`config.mk`:
```
export PLATFORM = sky130hd
export DESIGN_NAME = rsv_unit
export DESIGN_NICKNAME = d
export VERILOG_FILES = /design/src/rtl/rsv_pkg.sv /design/src/rtl/rsv_ea_gen.sv /design/src/rtl/rsv_flag_reg.sv /design/src/rtl/rsv_sc_resolve.sv /design/src/rtl/rsv_unit.sv
export SDC_FILE = /design/constraint.sdc
export NUM_CORES = 1
export LEC_CHECK = 0
export BUFFER_PORTS_ARGS = -buffer_cell sky130_fd_sc_hd__buf_2
export CORE_MARGIN = 1
export CORE_UTILIZATION = 47
export CTS_CLUSTER_SIZE = 16
export DETAILED_ROUTE_END_ITERATION = 8
export PLACE_DENSITY = 0.85
export RECOVER_POWER = 100
export SYNTH_ARGS = -nofsm -noshare
export SYNTH_HDL_FRONTEND = slang
export SYNTH_SLANG_ARGS = --single-unit
```
`constraint.sdc`:
```
create_clock -name clk -period 4.31 [get_ports clk]
set_clock_uncertainty 0.05 [all_clocks]
set_input_delay 0.862 -clock clk [delete_from_list [all_inputs] [get_ports clk]]
set_output_delay 0.862 -clock clk [all_outputs]
set_load 0.02 [all_outputs]
```
`src/rtl/rsv_pkg.sv`:
```
package rsv_pkg;
  // condition field bit positions {lt, gt, eq, so}
  localparam int unsigned CR_W   = 4;
  localparam int unsigned CR_SO  = 0;
  localparam int unsigned CR_EQ  = 1;

  typedef logic [CR_W-1:0] cr_field_t;

  function automatic cr_field_t make_cr(input logic ok, input logic so);
    cr_field_t f;
    f        = '0;
    f[CR_EQ] = ok;
    f[CR_SO] = so;
    return f;
  endfunction
endpackage

```
`src/rtl/rsv_ea_gen.sv`:
```
module rsv_ea_gen #(
  parameter int unsigned ADDR_W = 32
) (
  input  logic              base_is_zero,
  input  logic [ADDR_W-1:0] base_val,
  input  logic [ADDR_W-1:0] index_val,
  output logic [ADDR_W-1:0] ea
);
  logic [ADDR_W-1:0] base_eff;

  always_comb begin
    base_eff = base_is_zero ? '0 : base_val;
    ea       = base_eff + index_val;
  end
endmodule

```
`src/rtl/rsv_flag_reg.sv`:
```
module rsv_flag_reg #(
  parameter int unsigned ADDR_W = 32
) (
  input  logic              clk,
  input  logic              rst,
  input  logic              arm,
  input  logic [ADDR_W-1:0] arm_addr,
  input  logic              drop,
  input  logic              consume,
  output logic              flag,
  output logic [ADDR_W-1:0] flag_addr
);
  logic flag_nxt;

  // arming dominates; either a clear or a consuming store disarms
  always_comb begin
    flag_nxt = flag;
    if (arm)                flag_nxt = 1'b1;
    else if (drop || consume) flag_nxt = 1'b0;
  end

  always_ff @(posedge clk) begin
    if (rst) begin
      flag      <= 1'b0;
      flag_addr <= '0;
    end else begin
      flag <= flag_nxt;
      if (arm) flag_addr <= arm_addr;
    end
  end
endmodule

```
`src/rtl/rsv_sc_resolve.sv`:
```
module rsv_sc_resolve
  import rsv_pkg::*;
#(
  parameter int unsigned ADDR_W = 32,
  parameter int unsigned DATA_W = 32
) (
  input  logic              clk,
  input  logic              rst,
  input  logic              req,
  input  logic              held_flag,
  input  logic [ADDR_W-1:0] ea,
  input  logic [DATA_W-1:0] wdata,
  input  logic              so,
  output logic              we_q,
  output logic [ADDR_W-1:0] addr_q,
  output logic [DATA_W-1:0] data_q,
  output logic              vld_q,
  output cr_field_t         cr_q
);
  logic ok;

  assign ok = req && held_flag;

  always_ff @(posedge clk) begin
    if (rst) begin
      we_q   <= 1'b0;
      addr_q <= '0;
      data_q <= '0;
      vld_q  <= 1'b0;
      cr_q   <= '0;
    end else begin
      we_q   <= ok;
      vld_q  <= req;
      addr_q <= ok ? ea : '0;
      data_q <= ok ? wdata : '0;
      cr_q   <= req ? make_cr(ok, so) : '0;
    end
  end
endmodule

```
`src/rtl/rsv_unit.sv`:
```
module rsv_unit
  import rsv_pkg::*;
#(
  parameter int unsigned ADDR_W = 32,
  parameter int unsigned DATA_W = 32
) (
  input  logic              clk,
  input  logic              rst,
  input  logic              rsv_set,
  input  logic [ADDR_W-1:0] rsv_addr_in,
  input  logic              rsv_clr,
  input  logic              sc_req,
  input  logic              ra_zero,
  input  logic [ADDR_W-1:0] ra_val,
  input  logic [ADDR_W-1:0] rb_val,
  input  logic [DATA_W-1:0] st_data,
  input  logic              so_in,
  output logic              mem_we,
  output logic [ADDR_W-1:0] mem_addr,
  output logic [DATA_W-1:0] mem_wdata,
  output logic              cond_vld,
  output logic [3:0]        cond_out,
  output logic              rsv_valid,
  output logic [ADDR_W-1:0] rsv_addr
);
  logic [ADDR_W-1:0] ea;
  cr_field_t         cr;

  rsv_ea_gen #(.ADDR_W(ADDR_W)) u_ea (
    .base_is_zero (ra_zero),
    .base_val     (ra_val),
    .index_val    (rb_val),
    .ea           (ea)
  );

  rsv_flag_reg #(.ADDR_W(ADDR_W)) u_flag (
    .clk       (clk),
    .rst       (rst),
    .arm       (rsv_set),
    .arm_addr  (rsv_addr_in),
    .drop      (rsv_clr),
    .consume   (sc_req),
    .flag      (rsv_valid),
    .flag_addr (rsv_addr)
  );

  rsv_sc_resolve #(.ADDR_W(ADDR_W), .DATA_W(DATA_W)) u_res (
    .clk       (clk),
    .rst       (rst),
    .req       (sc_req),
    .held_flag (rsv_valid),
    .ea        (ea),
    .wdata     (st_data),
    .so        (so_in),
    .we_q      (mem_we),
    .addr_q    (mem_addr),
    .data_q    (mem_wdata),
    .vld_q     (cond_vld),
    .cr_q      (cr)
  );

  assign cond_out = cr;
endmodule

```
## After elaboration in Yosys (flattened, before gate mapping)

Index checks and enable logic that the tools add are counted.

| storage, ports and cells | value |
|---|---|
| flip-flop bits (word level) | 103 |
| logic and storage cells | 19 |
| input port bits | 135 |
| output and inout bits | 103 |

| operators by class | value |
|---|---|
| multiplexer cells | 3 |
| bitwise gates (word level) | 2 |
| add/subtract/negate cells | 1 |
| reductions and logical operators | 5 |

Operators with widths:

| cell | number |
|---|---|
| adder 32 bit | 1 |
| 2-to-1 mux 32 bit | 1 |
| OR reduction 2 bit | 2 |
| 2-to-1 mux 1 bit | 2 |
| inverter 1 bit | 2 |
| nonzero test 2 bit | 1 |
| logical AND 1 bit | 1 |
| logical OR 1 bit | 1 |

## Longest topological paths before layout

Gate-level depths: netlist of run 1.

| depth | value |
|---|---|
| depth after elaboration | 3 |
| depth in mapped cells | 11 |
| mapped depth without buffers | 10 |

## Cells and area by module

Synthesis of run 1 repeated with hierarchy kept, for this count alone.

| second synthesis, totals | value |
|---|---|
| cell total of the unflattened synthesis | 542 |
| area, all modules | 5,310.1 um2 |

Modules (own cells, without submodules):

| module | cells an instance | times used | area an instance (um2) | seq. area each (um2) |
|---|---|---|---|---|
| rsv_sc_resolve | 160 | 1 | 2,203.4 | 1,361.3 |
| rsv_ea_gen | 274 | 1 | 1,899.3 | 0.0 |
| rsv_flag_reg | 108 | 1 | 1,207.4 | 660.6 |

## Worst setup path after synthesis of run 1

Ideal clock, no wire load.

| timing | value |
|---|---|
| path kind | input -> register |
| from | input port ra_zero |
| to | register u_res.addr_q[22] |
| setup time | 0.072 ns |
| slack | 0.962 ns |
| cell stages on the path | 11 |
| required time | 4.188 ns |
| buffers on the path | 1 |
| arrival | 3.227 ns |
| path through | clkbuf_1 > nor2b_1 > ha_1 > fa_1 > a21o_1 > a311o_1 > a31oi_4 > o211a_4 > o21ai_2 > a31oi_1 > mux2i_1 |

| on the way | value |
|---|---|
| word-level cells in the longest chain between the ends | 2 |

RTL lines:

| item | line | text |
|---|---|---|
| from (decl) | rsv_unit.sv:13 | `input logic ra_zero,` |
| 2-to-1 mux 32 bit | rsv_ea_gen.sv:12 | `base_eff = base_is_zero ? '0 : base_val;` |
| adder 32 bit | rsv_ea_gen.sv:13 | `ea = base_eff + index_val;` |
| to (signal assigned) | rsv_sc_resolve.sv:34 | `addr_q <= ok ? ea : '0;` |
| to (decl) | rsv_sc_resolve.sv:15 | `output logic [ADDR_W-1:0] addr_q,` |

Every way passes these cells.
A chain may end at the register's enable or synchronous reset.

## Final worst setup path of run 1

| timing | value |
|---|---|
| from | input port rst |
| to | register u_res.addr_q[31] |

| on the way | value |
|---|---|
| word-level cells in the longest chain between the ends | 1 |

RTL lines:

| item | line | text |
|---|---|---|
| from (decl) | rsv_unit.sv:8 | `input logic rst,` |
| OR reduction 2 bit (no source line) | -- |  |

Every way passes these cells.

==> impl_metrics.prom, run 1 <==
# TYPE chip_impl_metric gauge
chip_impl_metric{name="worstPathRequired",unit="ps"} 4520
chip_impl_metric{name="max_freq",unit="GHz"} 0.292
chip_impl_metric{name="tritoncts.num_buffers",unit=""} 9
chip_impl_metric{name="drc_errors",unit=""} 0
chip_impl_metric{name="setup-tns-final",unit="ps"} 0
chip_impl_metric{name="grt_pass1_wl",unit="microns"} 21500
chip_impl_metric{name="ys_seq_area_share",unit="%"} 41.2
chip_impl_info{name="tritoncts",value="done"} 1
chip_impl_info{name="critical_path_class",value="input port to flop"} 1
chip_impl_info{name="status",value="finished clean"} 1
chip_impl_metric{name="crit_path_max_incr_delay",unit="ps"} 1030
chip_impl_metric{name="vias",unit=""} 4655
chip_impl_metric{name="maxSlewHeadroom",unit="%"} 3.50
chip_impl_metric{name="place.detailed.instances",unit=""} 884
chip_impl_metric{name="detailedRoute.firstIterationViolations",unit=""} 235
chip_impl_info{name="synth_flop_cell",value="sky130_fd_sc_hd__dfxtp_1"} 1
chip_impl_metric{name="final_min_period_over_clock_period",unit="%"} 79.5
chip_impl_metric{name="final_net_count",unit=""} 929
chip_impl_metric{name="placement_rows",unit=""} 36
chip_impl_metric{name="vias_per_cell",unit=""} 5.17
chip_impl_info{name="setup_repair_after_global_routing_missed_its_margin",value="no"} 1
chip_impl_metric{name="route.antenna.remaining_nets",unit=""} 0
chip_impl_metric{name="initial_core_util",unit="%"} 49.2
chip_impl_metric{name="number_of_placed_i_o_pins",unit=""} 238
chip_impl_metric{name="timing.reg2reg.worst_path_depth",unit=""} 6
chip_impl_metric{name="gp_congestion",unit=""} 0.939
chip_impl_metric{name="grt_pass1_vias",unit=""} 4558
chip_impl_info{name="worstHoldStart",value="u_flag.flag_addr[6]"} 1
chip_impl_metric{name="max-cap-violations",unit=""} 0
chip_impl_metric{name="post_synth.cell_area_avg",unit="sq um"} 9.08
chip_impl_metric{name="synthesis.yosys.warnings",unit=""} 0
chip_impl_metric{name="grt-ovfl-total",unit=""} 0
chip_impl_metric{name="synthToLayoutAreaGrowth",unit="%"} 27.6
chip_impl_metric{name="antenna-diode-count",unit=""} 0
chip_impl_metric{name="finalNonFillerCells",unit=""} 900
chip_impl_metric{name="max_slew.worst_pin.slew",unit="ps"} 1450
chip_impl_metric{name="ys_async_sr_fraction",unit="%"} 0
chip_impl_metric{name="chipHeight",unit="microns"} 104
chip_impl_metric{name="power-per-cell-area",unit="mW/mm^2"} 337
chip_impl_info{name="clock-root-buffer",value="sky130_fd_sc_hd__clkbuf_8"} 1
chip_impl_metric{name="clock_tree.buffer_depth",unit=""} 2
chip_impl_metric{name="die_w",unit="microns"} 104
chip_impl_metric{name="insertion_delay_to_the_later_sink_of_the_worst_skew_pair",unit="ps"} 360
chip_impl_metric{name="setup_violations",unit=""} 0
chip_impl_info{name="crit_path_cell_trace",value="clkbuf_1 -> nor2b_2 -> clkbuf_1 -> nand2_1 -> clkinv_1 -> nand3_1 -> and4_1 -> o22ai_1"} 1
chip_impl_info{name="class_of_the_tightest_hold_or_removal_check",value="flop to flop"} 1
chip_impl_metric{name="reg2reg_setup_slack",unit="ps"} 1970
chip_impl_metric{name="std_cell_core_area",unit="sq mm"} 0.00995
chip_impl_metric{name="synth-edff-count",unit=""} 0
chip_impl_metric{name="drtPass1Iterations",unit=""} 4
chip_impl_metric{name="cts_num_sinks",unit=""} 101
chip_impl_metric{name="total_leakage_power",unit="nW"} 3.04
chip_impl_metric{name="cts_clk_pin_slew_worst_paths",unit="ps"} 100
chip_impl_metric{name="timing.hold.worst_path_depth",unit=""} 2
chip_impl_metric{name="grt_start_max_net_pins",unit=""} 38
chip_impl_metric{name="number_of_hold_violations_in_the_final_report",unit=""} 0
chip_impl_metric{name="cts-hold-fix-buffers",unit=""} 0
chip_impl_metric{name="fin_crit",unit="ps"} 3430
chip_impl_metric{name="design.die.area",unit="sq mm"} 0.0108
chip_impl_metric{name="htree_levels",unit=""} 3
chip_impl_metric{name="report.final.slew_viol_count",unit=""} 0
chip_impl_metric{name="cts_post_setup_buffers_inserted",unit=""} 0
chip_impl_metric{name="netlist-cell-type-count",unit=""} 56
chip_impl_metric{name="post_synth_instance_area",unit="sq mm"} 0.00490
chip_impl_metric{name="finalWirelength",unit="microns"} 13300
chip_impl_info{name="mostFrequentLayoutCell",value="sky130_fd_sc_hd__buf_2"} 1
chip_impl_metric{name="cts.repair.resized",unit=""} 0
chip_impl_metric{name="filler_cell_count",unit=""} 891
chip_impl_metric{name="io_buffer_count",unit=""} 235
chip_impl_info{name="most_frequent_cells_in_the_layout",value="134 x sky130_fd_sc_hd__buf_2, 103 x sky130_fd_sc_hd__clkbuf_1, 101 x sky130_fd_sc_hd__dfxtp_1"} 1
chip_impl_info{name="cp-end-kind",value="flop"} 1
chip_impl_metric{name="crit_fanout",unit=""} 37
chip_impl_info{name="start_kind",value="input port"} 1
chip_impl_metric{name="final_layout_size_suffix_gt1_share",unit="%"} 21.5
chip_impl_metric{name="ir_worst_vdd",unit="mV"} 0.155
chip_impl_metric{name="grt_antenna_before_repair",unit=""} 1
chip_impl_metric{name="worstPathArrival",unit="ps"} 3640
chip_impl_info{name="reg2reg_to",value="u_res.addr_q[31]"} 1
chip_impl_metric{name="synth_register_bits",unit=""} 101
chip_impl_metric{name="avgRoutedWirePerCell",unit="microns"} 14.8
chip_impl_info{name="worst_hold_path.endpoint",value="u_flag.flag_addr[6]"} 1
chip_impl_metric{name="synthesis.instances",unit=""} 540
chip_impl_info{name="slowest_cell_on_the_critical_path",value="sky130_fd_sc_hd__clkbuf_1"} 1
chip_impl_metric{name="hpwl",unit="microns"} 10500
chip_impl_metric{name="gr_util_all_layers",unit="%"} 24.6
chip_impl_info{name="worst_path_most_repeated_cell",value="sky130_fd_sc_hd__clkbuf_1"} 1
chip_impl_info{name="worst_r2r_start",value="u_flag.flag"} 1
==> worst max path at each step <==
stage / from / endpoint / slack, ps / cells past startpoint
after global routing: rst / u_res.addr_q[31] / 550 / 8
after global placement: ra_zero / u_res.addr_q[22] / 890 / 11
final: rst / u_res.addr_q[31] / 880 / 8
after floorplan: ra_zero / u_res.addr_q[22] / 960 / 11
after CTS: ra_zero / u_res.addr_q[22] / 1220 / 11
after detailed placement: ra_zero / u_res.addr_q[22] / 820 / 11
==> per-layer routing <==
metal	vias up	track usage, %	wire length (microns)
li1	2325	-	-
met1	2118	28.1	5480
met2	184	45.2	6730
met3	26	5.83	841
met4	2	7.45	244
met5	-	0	13
==> cell type report <==
type	count	area [sq um]	share of cell area [%]
timing repair buffer	239	1070	17.1
tap	133	166	2.66
clock buffer	9	124	1.98
sequential	101	2020	32.3
multi-input combinational	397	2710	43.4
inverter	14	52.6	0.840
clock inverter	7	106	1.70
==> synthesized netlist by cell type (10+ instances only) <==
cell type / n / area (sq um)
sky130_fd_sc_hd__nand3_1: 10 / 50.1
sky130_fd_sc_hd__clkbuf_1: 21 / 78.8
sky130_fd_sc_hd__and3_1: 38 / 238
sky130_fd_sc_hd__nor3_1: 11 / 55.1
sky130_fd_sc_hd__mux2i_1: 35 / 350
sky130_fd_sc_hd__nor2_1: 62 / 233
sky130_fd_sc_hd__inv_1: 13 / 48.8
sky130_fd_sc_hd__dfxtp_1: 101 / 2020
sky130_fd_sc_hd__a21o_1: 19 / 143
sky130_fd_sc_hd__ha_1: 31 / 388
sky130_fd_sc_hd__nand2_1: 25 / 93.8
sky130_fd_sc_hd__nor2b_1: 35 / 219
sky130_fd_sc_hd__xnor2_1: 12 / 105
sky130_fd_sc_hd__o21ai_0: 12 / 60.1
sky130_fd_sc_hd__a21oi_1: 35 / 175
==> metrics by stage <==
step                utilization [%]  instance area [sq um]  setup slack [ps]  hold WS (ps)  total power [mW]
finish                         62.8                   6260               883           453              2.11
floorplan                         -                   4910               962           533              1.30
CTS                            64.2                   6390              1220           452              2.12
detailed placement             61.9                   6160               823           429              1.45
global route                   62.8                   6260               550           489              2.21
global placement               61.9                   6160               894           418              1.44
==> cell families (layout without fill, tap and decap cells) <==
family                   Yosys count  after routing  synth area share, %
buffers and inverters             43            269                 3.55
other                              1              2               0.0765
multiplexers                      35             35                 7.15
adder cells (fa/ha/maj)           32             32                 8.32
XOR/XNOR                          17             17                 3.04
AO/OA/AOI/OAI                    114            114                 16.3
flip-flops                       101            101                 41.2
AND/OR/NAND/NOR                  197            197                 20.3
==> power breakdown <==
group	total [mW]	internal (mW)	switching [mW]
Combinational	0.444	0.186	0.258
Clock	0.683	0.336	0.347
Sequential	0.980	0.966	0.0135
==> flip-flops by register name (all words and copies together) (netlist names) <==
| name | flops |
|---|---|
| u_flag.flag_addr | 32 |
| u_res.addr_q | 32 |
| u_res.vld_q | 1 |
| u_flag.flag | 1 |
| u_res.we_q | 1 |
| u_res.cr_q | 2 |
| u_res.data_q | 32 |
==> worst max-delay path: cells and delay by family <==
family / cells / cell delay (ps)
buffers and inverters: 3 / 1860
AOI/OAI and AO/OA: 1 / 60
and+or+nand+nor: 4 / 840
Note: power is estimated with default switching activity, not from simulation.
==> inputs of run 2 (changes only) <==
- clock period: 4.31 -> 3.3 ns (I/O delays scaled with it)
==> run 2 against run 1 <==
Against the previous run: the flow now finishes with violations (capacitance limit, slew limit); clock-buffer cell count unchanged; combinational power up 32%; worst setup slack worse by 500 ps; highest routed layer is now met4; final area up 0.48%; largest cell class unchanged; critical endpoint is now u_res.addr_q[22]; largest power group unchanged.
==> impl_metrics.prom, run 2 (same netlist as run 1, synthesis figures left out) <==
# TYPE chip_impl_metric gauge
chip_impl_info{name="class_of_the_tightest_hold_or_removal_check",value="input port to flop"} 1
chip_impl_metric{name="chipHeight",unit="microns"} 104
chip_impl_metric{name="use_met3",unit="%"} 4.95
chip_impl_metric{name="design_area",unit="sq mm"} 0.00629
chip_impl_metric{name="netSwitchingPower",unit="mW"} 0.832
chip_impl_metric{name="grt-ovfl-total",unit=""} 0
chip_impl_metric{name="fin_crit",unit="ps"} 2920
chip_impl_metric{name="avgRoutedWirePerCell",unit="microns"} 14.9
chip_impl_metric{name="detailedRoute.firstIterationViolations",unit=""} 241
chip_impl_metric{name="setup_violations",unit=""} 0
chip_impl_metric{name="cts.repair.resized",unit=""} 0
chip_impl_metric{name="maxSlewHeadroom",unit="%"} -50.6
chip_impl_metric{name="place.detailed.instances",unit=""} 888
chip_impl_metric{name="placement_rows",unit=""} 36
chip_impl_metric{name="global_route.usage.met2",unit="%"} 44.9
chip_impl_metric{name="power_switching_share",unit="%"} 29.8
chip_impl_metric{name="grt_pass1_wl",unit="microns"} 21200
chip_impl_metric{name="drtPass1Iterations",unit=""} 5
chip_impl_metric{name="io_buffer_count",unit=""} 235
chip_impl_metric{name="groute.layer.met1.usage",unit="%"} 27.1
chip_impl_metric{name="cts_num_sinks",unit=""} 101
chip_impl_metric{name="die_w",unit="microns"} 104
chip_impl_metric{name="final_net_count",unit=""} 933
chip_impl_metric{name="dpl-instance-area",unit="sq mm"} 0.00619
chip_impl_metric{name="design.die.area",unit="sq mm"} 0.0108
chip_impl_metric{name="hpwl",unit="microns"} 10600
chip_impl_metric{name="dpl_worst_slack",unit="ps"} 113
chip_impl_info{name="grt-busiest-layer",value="met2"} 1
chip_impl_metric{name="p_int",unit="mW"} 1.96
chip_impl_metric{name="route.antenna.remaining_nets",unit=""} 0
chip_impl_info{name="start_kind",value="input port"} 1
chip_impl_metric{name="max_slew.worst_pin.slew",unit="ps"} 2260
chip_impl_metric{name="insertion_delay_to_the_later_sink_of_the_worst_skew_pair",unit="ps"} 360
chip_impl_metric{name="finalWirelength",unit="microns"} 13500
chip_impl_metric{name="fin_ws",unit="ps"} 385
chip_impl_metric{name="final_layout_size_suffix_gt1_share",unit="%"} 21.5
chip_impl_info{name="setup_repair_after_global_routing_missed_its_margin",value="no"} 1
chip_impl_metric{name="report.final.slew_viol_count",unit=""} 34
chip_impl_info{name="worst_r2r_start",value="u_flag.flag"} 1
chip_impl_metric{name="tritoncts.num_buffers",unit=""} 9
chip_impl_metric{name="synthToLayoutAreaGrowth",unit="%"} 28.2
chip_impl_metric{name="vias_per_cell",unit=""} 5.18
chip_impl_metric{name="htree_levels",unit=""} 3
chip_impl_info{name="cp-end-kind",value="flop"} 1
chip_impl_metric{name="grt_antenna_before_repair",unit=""} 1
chip_impl_metric{name="max-cap-violations",unit=""} 1
chip_impl_metric{name="initial_core_util",unit="%"} 49.2
chip_impl_metric{name="p_comb_share",unit="%"} 20.9
chip_impl_info{name="clock-root-buffer",value="sky130_fd_sc_hd__clkbuf_8"} 1
chip_impl_metric{name="gr_util_all_layers",unit="%"} 24.3
chip_impl_metric{name="worstPathArrival",unit="ps"} 3170
chip_impl_metric{name="drc_errors",unit=""} 0
chip_impl_metric{name="pwr-share-clk",unit="%"} 33.2
chip_impl_metric{name="seqPwrFrac",unit="%"} 45.9
chip_impl_metric{name="std_cell_core_area",unit="sq mm"} 0.00995
chip_impl_info{name="failed_checks",value="capacitance limit, slew limit"} 1
chip_impl_metric{name="ir_worst_vdd",unit="mV"} 0.205
chip_impl_metric{name="cts-hold-fix-buffers",unit=""} 0
chip_impl_metric{name="finalNonFillerCells",unit=""} 906
chip_impl_metric{name="worstPathRequired",unit="ps"} 3560
chip_impl_metric{name="grt_start_max_net_pins",unit=""} 38
chip_impl_metric{name="clock_tree.buffer_depth",unit=""} 2
chip_impl_info{name="critical_path_class",value="input port to flop"} 1
chip_impl_metric{name="finalHoldWorstSlack",unit="ps"} 447
chip_impl_metric{name="number_of_placed_i_o_pins",unit=""} 238
chip_impl_metric{name="power-per-cell-area",unit="mW/mm^2"} 444
chip_impl_metric{name="number_of_hold_violations_in_the_final_report",unit=""} 0
chip_impl_metric{name="cts_post_setup_buffers_inserted",unit=""} 0
chip_impl_info{name="status",value="complete, but fails checks"} 1
chip_impl_info{name="tritoncts",value="done"} 1
chip_impl_metric{name="total_leakage_power",unit="nW"} 3.06
chip_impl_metric{name="cts_clk_pin_slew_worst_paths",unit="ps"} 110
chip_impl_metric{name="design_power_total",unit="mW"} 2.79
chip_impl_info{name="worstHoldStart",value="so_in"} 1
chip_impl_metric{name="gp_congestion",unit=""} 0.938
chip_impl_info{name="most_frequent_cells_in_the_layout",value="134 x sky130_fd_sc_hd__buf_2, 103 x sky130_fd_sc_hd__clkbuf_1, 101 x sky130_fd_sc_hd__dfxtp_1"} 1
chip_impl_info{name="mostFrequentLayoutCell",value="sky130_fd_sc_hd__buf_2"} 1
chip_impl_metric{name="final_min_period_over_clock_period",unit="%"} 88.3
chip_impl_info{name="biggestRegsByFlops",value="u_flag.flag_addr x32, u_res.addr_q x32, u_res.data_q x32"} 1
chip_impl_metric{name="finish.utilization",unit="%"} 63.1
chip_impl_metric{name="grt_pass1_vias",unit=""} 4475
chip_impl_metric{name="max_freq",unit="GHz"} 0.343
chip_impl_info{name="cp-startpoint",value="ra_val[0]"} 1
chip_impl_metric{name="crit_fanout",unit=""} 4
chip_impl_metric{name="setup-tns-final",unit="ps"} 0
chip_impl_metric{name="vias",unit=""} 4693
run 2: cell types whose count changed in the layout (fill, tap and decap cells not counted), sizes merged:
cell and change:
buf +2, clkbuf +2, diode +2, clkinvlp -1, inv +1
run 2: power by group through the flow:
stage / logic (mW) / registers [mW] / clock network (mW)
final: 0.584 / 1.28 / 0.927
after global placement: 0.578 / 1.30 / 0
after floorplan: 0.341 / 1.36 / 0
after global routing: 0.641 / 1.28 / 1.01
after detailed placement: 0.592 / 1.31 / 0
after CTS: 0.595 / 1.28 / 0.951
run 2: metal layers:
layer | vias to the layer above | wire length [microns]
li1 | 2335 | -
met3 | 25 | 820
met4 | 0 | 295
met1 | 2141 | 5530
met5 | - | 0
met2 | 192 | 6890
run 2: layout make-up:
cell class,count,area (sq um)
Clock inverter,7,118
Sequential cell,101,2020
Clock buffer,9,124
Timing Repair Buffer,243,1100
Multi-Input combinational cell,397,2700
Antenna cell,2,5.00
Tap cell,133,166
Fill cell,909,3670
Inverter,14,52.6
run 2: worst paths after layout:
| check | end | slack (ps) | cells after the start |
|---|---|---|---|
| max | u_res.addr_q[22] | 380 | 11 |
| min | u_res.cr_q[0] | 450 | 2 |
| max reg2reg | u_res.addr_q[31] | 1710 | 5 |
| min reg2reg | u_flag.flag_addr[7] | 460 | 2 |
run 2: worst max-delay path: stages:
cell and delay [ps]:
sky130_fd_sc_hd__buf_2 90, sky130_fd_sc_hd__nor2b_1 120, sky130_fd_sc_hd__ha_1 210, sky130_fd_sc_hd__fa_1 410, sky130_fd_sc_hd__a21o_1 230, sky130_fd_sc_hd__a311o_1 420
sky130_fd_sc_hd__a31oi_4 220, sky130_fd_sc_hd__o211a_4 190, sky130_fd_sc_hd__o21ai_0 170, sky130_fd_sc_hd__a31oi_1 250, sky130_fd_sc_hd__mux2i_1 200
==> inputs of run 3 (changes only) <==
==> constraint.sdc (replaced) <==
create_clock -name clk -period 3.3 [get_ports clk]
set_clock_uncertainty 0.05 [all_clocks]
set_input_delay 0.495 -clock clk [delete_from_list [all_inputs] [get_ports clk]]
set_output_delay 0.495 -clock clk [all_outputs]
set_load 0.02 [all_outputs]
==> run 3 against run 2 <==
Against the previous run: the run still ends with capacitance limit, slew limit left; non-clock buffer count decreased by 1; via count increased by 0.94%; die area unchanged; clock-buffer cell count unchanged; clock power fell by 18%; combinational power decreased by 0.7%; critical path type unchanged; largest cell class unchanged; largest power group unchanged; highest routed layer is now met5.
==> impl_metrics.prom, run 3 (same netlist as run 1, synthesis figures left out) <==
# TYPE chip_impl_metric gauge
chip_impl_metric{name="max_slew.worst_pin.slew",unit="ps"} 2180
chip_impl_metric{name="grt_antenna_before_repair",unit=""} 1
chip_impl_metric{name="vias",unit=""} 4737
chip_impl_metric{name="hpwl",unit="microns"} 10500
chip_impl_metric{name="initial_core_util",unit="%"} 49.2
chip_impl_info{name="critical_path_class",value="input port to flop"} 1
chip_impl_metric{name="io_buffer_count",unit=""} 235
chip_impl_metric{name="ir_worst_vdd",unit="mV"} 0.212
chip_impl_metric{name="final_layout_size_suffix_gt1_share",unit="%"} 21.2
chip_impl_metric{name="antenna-diode-count",unit=""} 0
chip_impl_metric{name="cts_post_setup_buffers_inserted",unit=""} 0
chip_impl_metric{name="clock_tree.buffer_depth",unit=""} 2
chip_impl_info{name="status",value="complete, but fails checks"} 1
chip_impl_metric{name="synthToLayoutAreaGrowth",unit="%"} 26.7
chip_impl_metric{name="setup_violations",unit=""} 0
chip_impl_metric{name="insertion_delay_to_the_later_sink_of_the_worst_skew_pair",unit="ps"} 360
chip_impl_info{name="class_of_the_tightest_hold_or_removal_check",value="input port to flop"} 1
chip_impl_metric{name="route.antenna.remaining_nets",unit=""} 0
chip_impl_metric{name="cts.repair.resized",unit=""} 0
chip_impl_metric{name="number_of_placed_i_o_pins",unit=""} 238
chip_impl_metric{name="fin_crit",unit="ps"} 2860
chip_impl_metric{name="grt_pass1_vias",unit=""} 4477
chip_impl_metric{name="max-cap-violations",unit=""} 1
chip_impl_metric{name="report.final.slew_viol_count",unit=""} 34
chip_impl_metric{name="power-per-cell-area",unit="mW/mm^2"} 422
chip_impl_metric{name="grt-ovfl-total",unit=""} 0
chip_impl_metric{name="design_area",unit="sq mm"} 0.00621
chip_impl_metric{name="setup-tns-final",unit="ps"} 0
chip_impl_metric{name="final_net_count",unit=""} 932
chip_impl_metric{name="worstPathArrival",unit="ps"} 3110
chip_impl_metric{name="finalHoldWorstSlack",unit="ps"} 288
chip_impl_info{name="setup_repair_after_global_routing_missed_its_margin",value="no"} 1
chip_impl_metric{name="worstPathRequired",unit="ps"} 3550
chip_impl_info{name="mostFrequentLayoutCell",value="sky130_fd_sc_hd__buf_2"} 1
chip_impl_metric{name="drtPass1Iterations",unit=""} 4
chip_impl_metric{name="design.die.area",unit="sq mm"} 0.0108
chip_impl_metric{name="dpl-instance-area",unit="sq mm"} 0.00618
chip_impl_info{name="failed_checks",value="capacitance limit, slew limit"} 1
chip_impl_metric{name="avgRoutedWirePerCell",unit="microns"} 15.1
chip_impl_info{name="tritoncts",value="done"} 1
chip_impl_metric{name="cts_clk_pin_slew_worst_paths",unit="ps"} 110
chip_impl_metric{name="drc_errors",unit=""} 0
chip_impl_metric{name="vias_per_cell",unit=""} 5.25
chip_impl_metric{name="final_min_period_over_clock_period",unit="%"} 86.5
chip_impl_metric{name="filler_cell_count",unit=""} 933
chip_impl_info{name="biggestRegsByFlops",value="u_flag.flag_addr x32, u_res.addr_q x32, u_res.data_q x32"} 1
chip_impl_metric{name="htree_levels",unit=""} 3
chip_impl_metric{name="chipHeight",unit="microns"} 104
chip_impl_metric{name="cts_num_sinks",unit=""} 101
chip_impl_metric{name="finish.utilization",unit="%"} 62.4
chip_impl_info{name="most_frequent_cells_in_the_layout",value="134 x sky130_fd_sc_hd__buf_2, 103 x sky130_fd_sc_hd__clkbuf_1, 101 x sky130_fd_sc_hd__dfxtp_1"} 1
chip_impl_metric{name="tritoncts.num_buffers",unit=""} 9
chip_impl_metric{name="number_of_hold_violations_in_the_final_report",unit=""} 0
chip_impl_info{name="clock-root-buffer",value="sky130_fd_sc_hd__clkbuf_8"} 1
chip_impl_info{name="cp-end-kind",value="flop"} 1
chip_impl_metric{name="std_cell_core_area",unit="sq mm"} 0.00995
chip_impl_metric{name="finalNonFillerCells",unit=""} 903
chip_impl_metric{name="cts-hold-fix-buffers",unit=""} 0
chip_impl_metric{name="gp_congestion",unit=""} 0.953
chip_impl_metric{name="max_freq",unit="GHz"} 0.350
chip_impl_metric{name="crit_fanout",unit=""} 4
chip_impl_metric{name="place.detailed.instances",unit=""} 887
chip_impl_metric{name="detailedRoute.firstIterationViolations",unit=""} 203
chip_impl_metric{name="grt_start_max_net_pins",unit=""} 38
chip_impl_metric{name="gr_util_all_layers",unit="%"} 24.6
chip_impl_metric{name="placement_rows",unit=""} 36
chip_impl_metric{name="die_w",unit="microns"} 104
chip_impl_metric{name="finalWirelength",unit="microns"} 13600
chip_impl_info{name="start_kind",value="input port"} 1
chip_impl_metric{name="maxSlewHeadroom",unit="%"} -45.1
chip_impl_metric{name="grt_pass1_wl",unit="microns"} 21400
chip_impl_metric{name="total_leakage_power",unit="nW"} 3.03
-- run 3: cell count changes in the layout (fill, tap and decap cells not counted), sizes merged --
cell / change
bufinv: -2
diode: -2
clkbuf: -1
clkinv: +1
clkinvlp: +1
-- run 3: stage by stage --
stage / setup WS [ps] / power (mW)
6_report: 445 / 2.62
5_1_grt: 315 / 2.77
4_1_cts: 625 / 2.65
3_5_place_dp: 230 / 1.90
3_3_place_gp: 335 / 1.88
2_1_floorplan: 319 / 1.70
-- run 3: area by class of cell --
class | count | area [sq um] | area share (%)
Multi-Input combinational cell | 397 | 2680 | 43.2
Inverter | 14 | 52.6 | 0.846
Clock inverter | 7 | 68.8 | 1.11
Sequential cell | 101 | 2020 | 32.6
Tap cell | 133 | 166 | 2.68
Timing Repair Buffer | 242 | 1090 | 17.6
Clock buffer | 9 | 124 | 1.99
-- run 3: final timing paths --
| kind | from | to | slack (ps) | cells past startpoint |
|---|---|---|---|---|
| hold / removal | so_in | u_res.cr_q[0] | 290 | 2 |
| hold reg to reg | u_flag.flag_addr[19] | u_flag.flag_addr[19] | 460 | 2 |
| setup reg to reg | u_flag.flag | u_res.addr_q[31] | 1090 | 6 |
| setup / recovery | ra_val[0] | u_res.addr_q[22] | 440 | 11 |
-- run 3: critical path, stage by stage --
cell,delay [ps]
sky130_fd_sc_hd__buf_2,90
sky130_fd_sc_hd__nor2b_1,120
sky130_fd_sc_hd__ha_1,200
sky130_fd_sc_hd__fa_1,410
sky130_fd_sc_hd__a21o_1,220
sky130_fd_sc_hd__a311o_1,400
sky130_fd_sc_hd__a31oi_1,380
sky130_fd_sc_hd__o211a_4,230
sky130_fd_sc_hd__o21ai_2,90
sky130_fd_sc_hd__a31oi_1,250
sky130_fd_sc_hd__mux2i_1,220
-- run 3: where the power goes --
part	total, mW	switching [mW]	leakage, nW	internal (mW)
clock network	0.764	0.471	0.0911	0.293
registers	1.28	0.0178	0.824	1.26
logic	0.580	0.335	2.11	0.245
total	2.62	0.824	3.03	1.80
-- run 3: routing by layer --
layer	global-route usage [%]	share of wire (%)	vias to the layer above
met1	27.8	42	2187
met5	0	0.059	-
li1	-	-	2333
met2	46.1	51	190
met4	8.78	1.9	2
met3	4.14	4.9	25
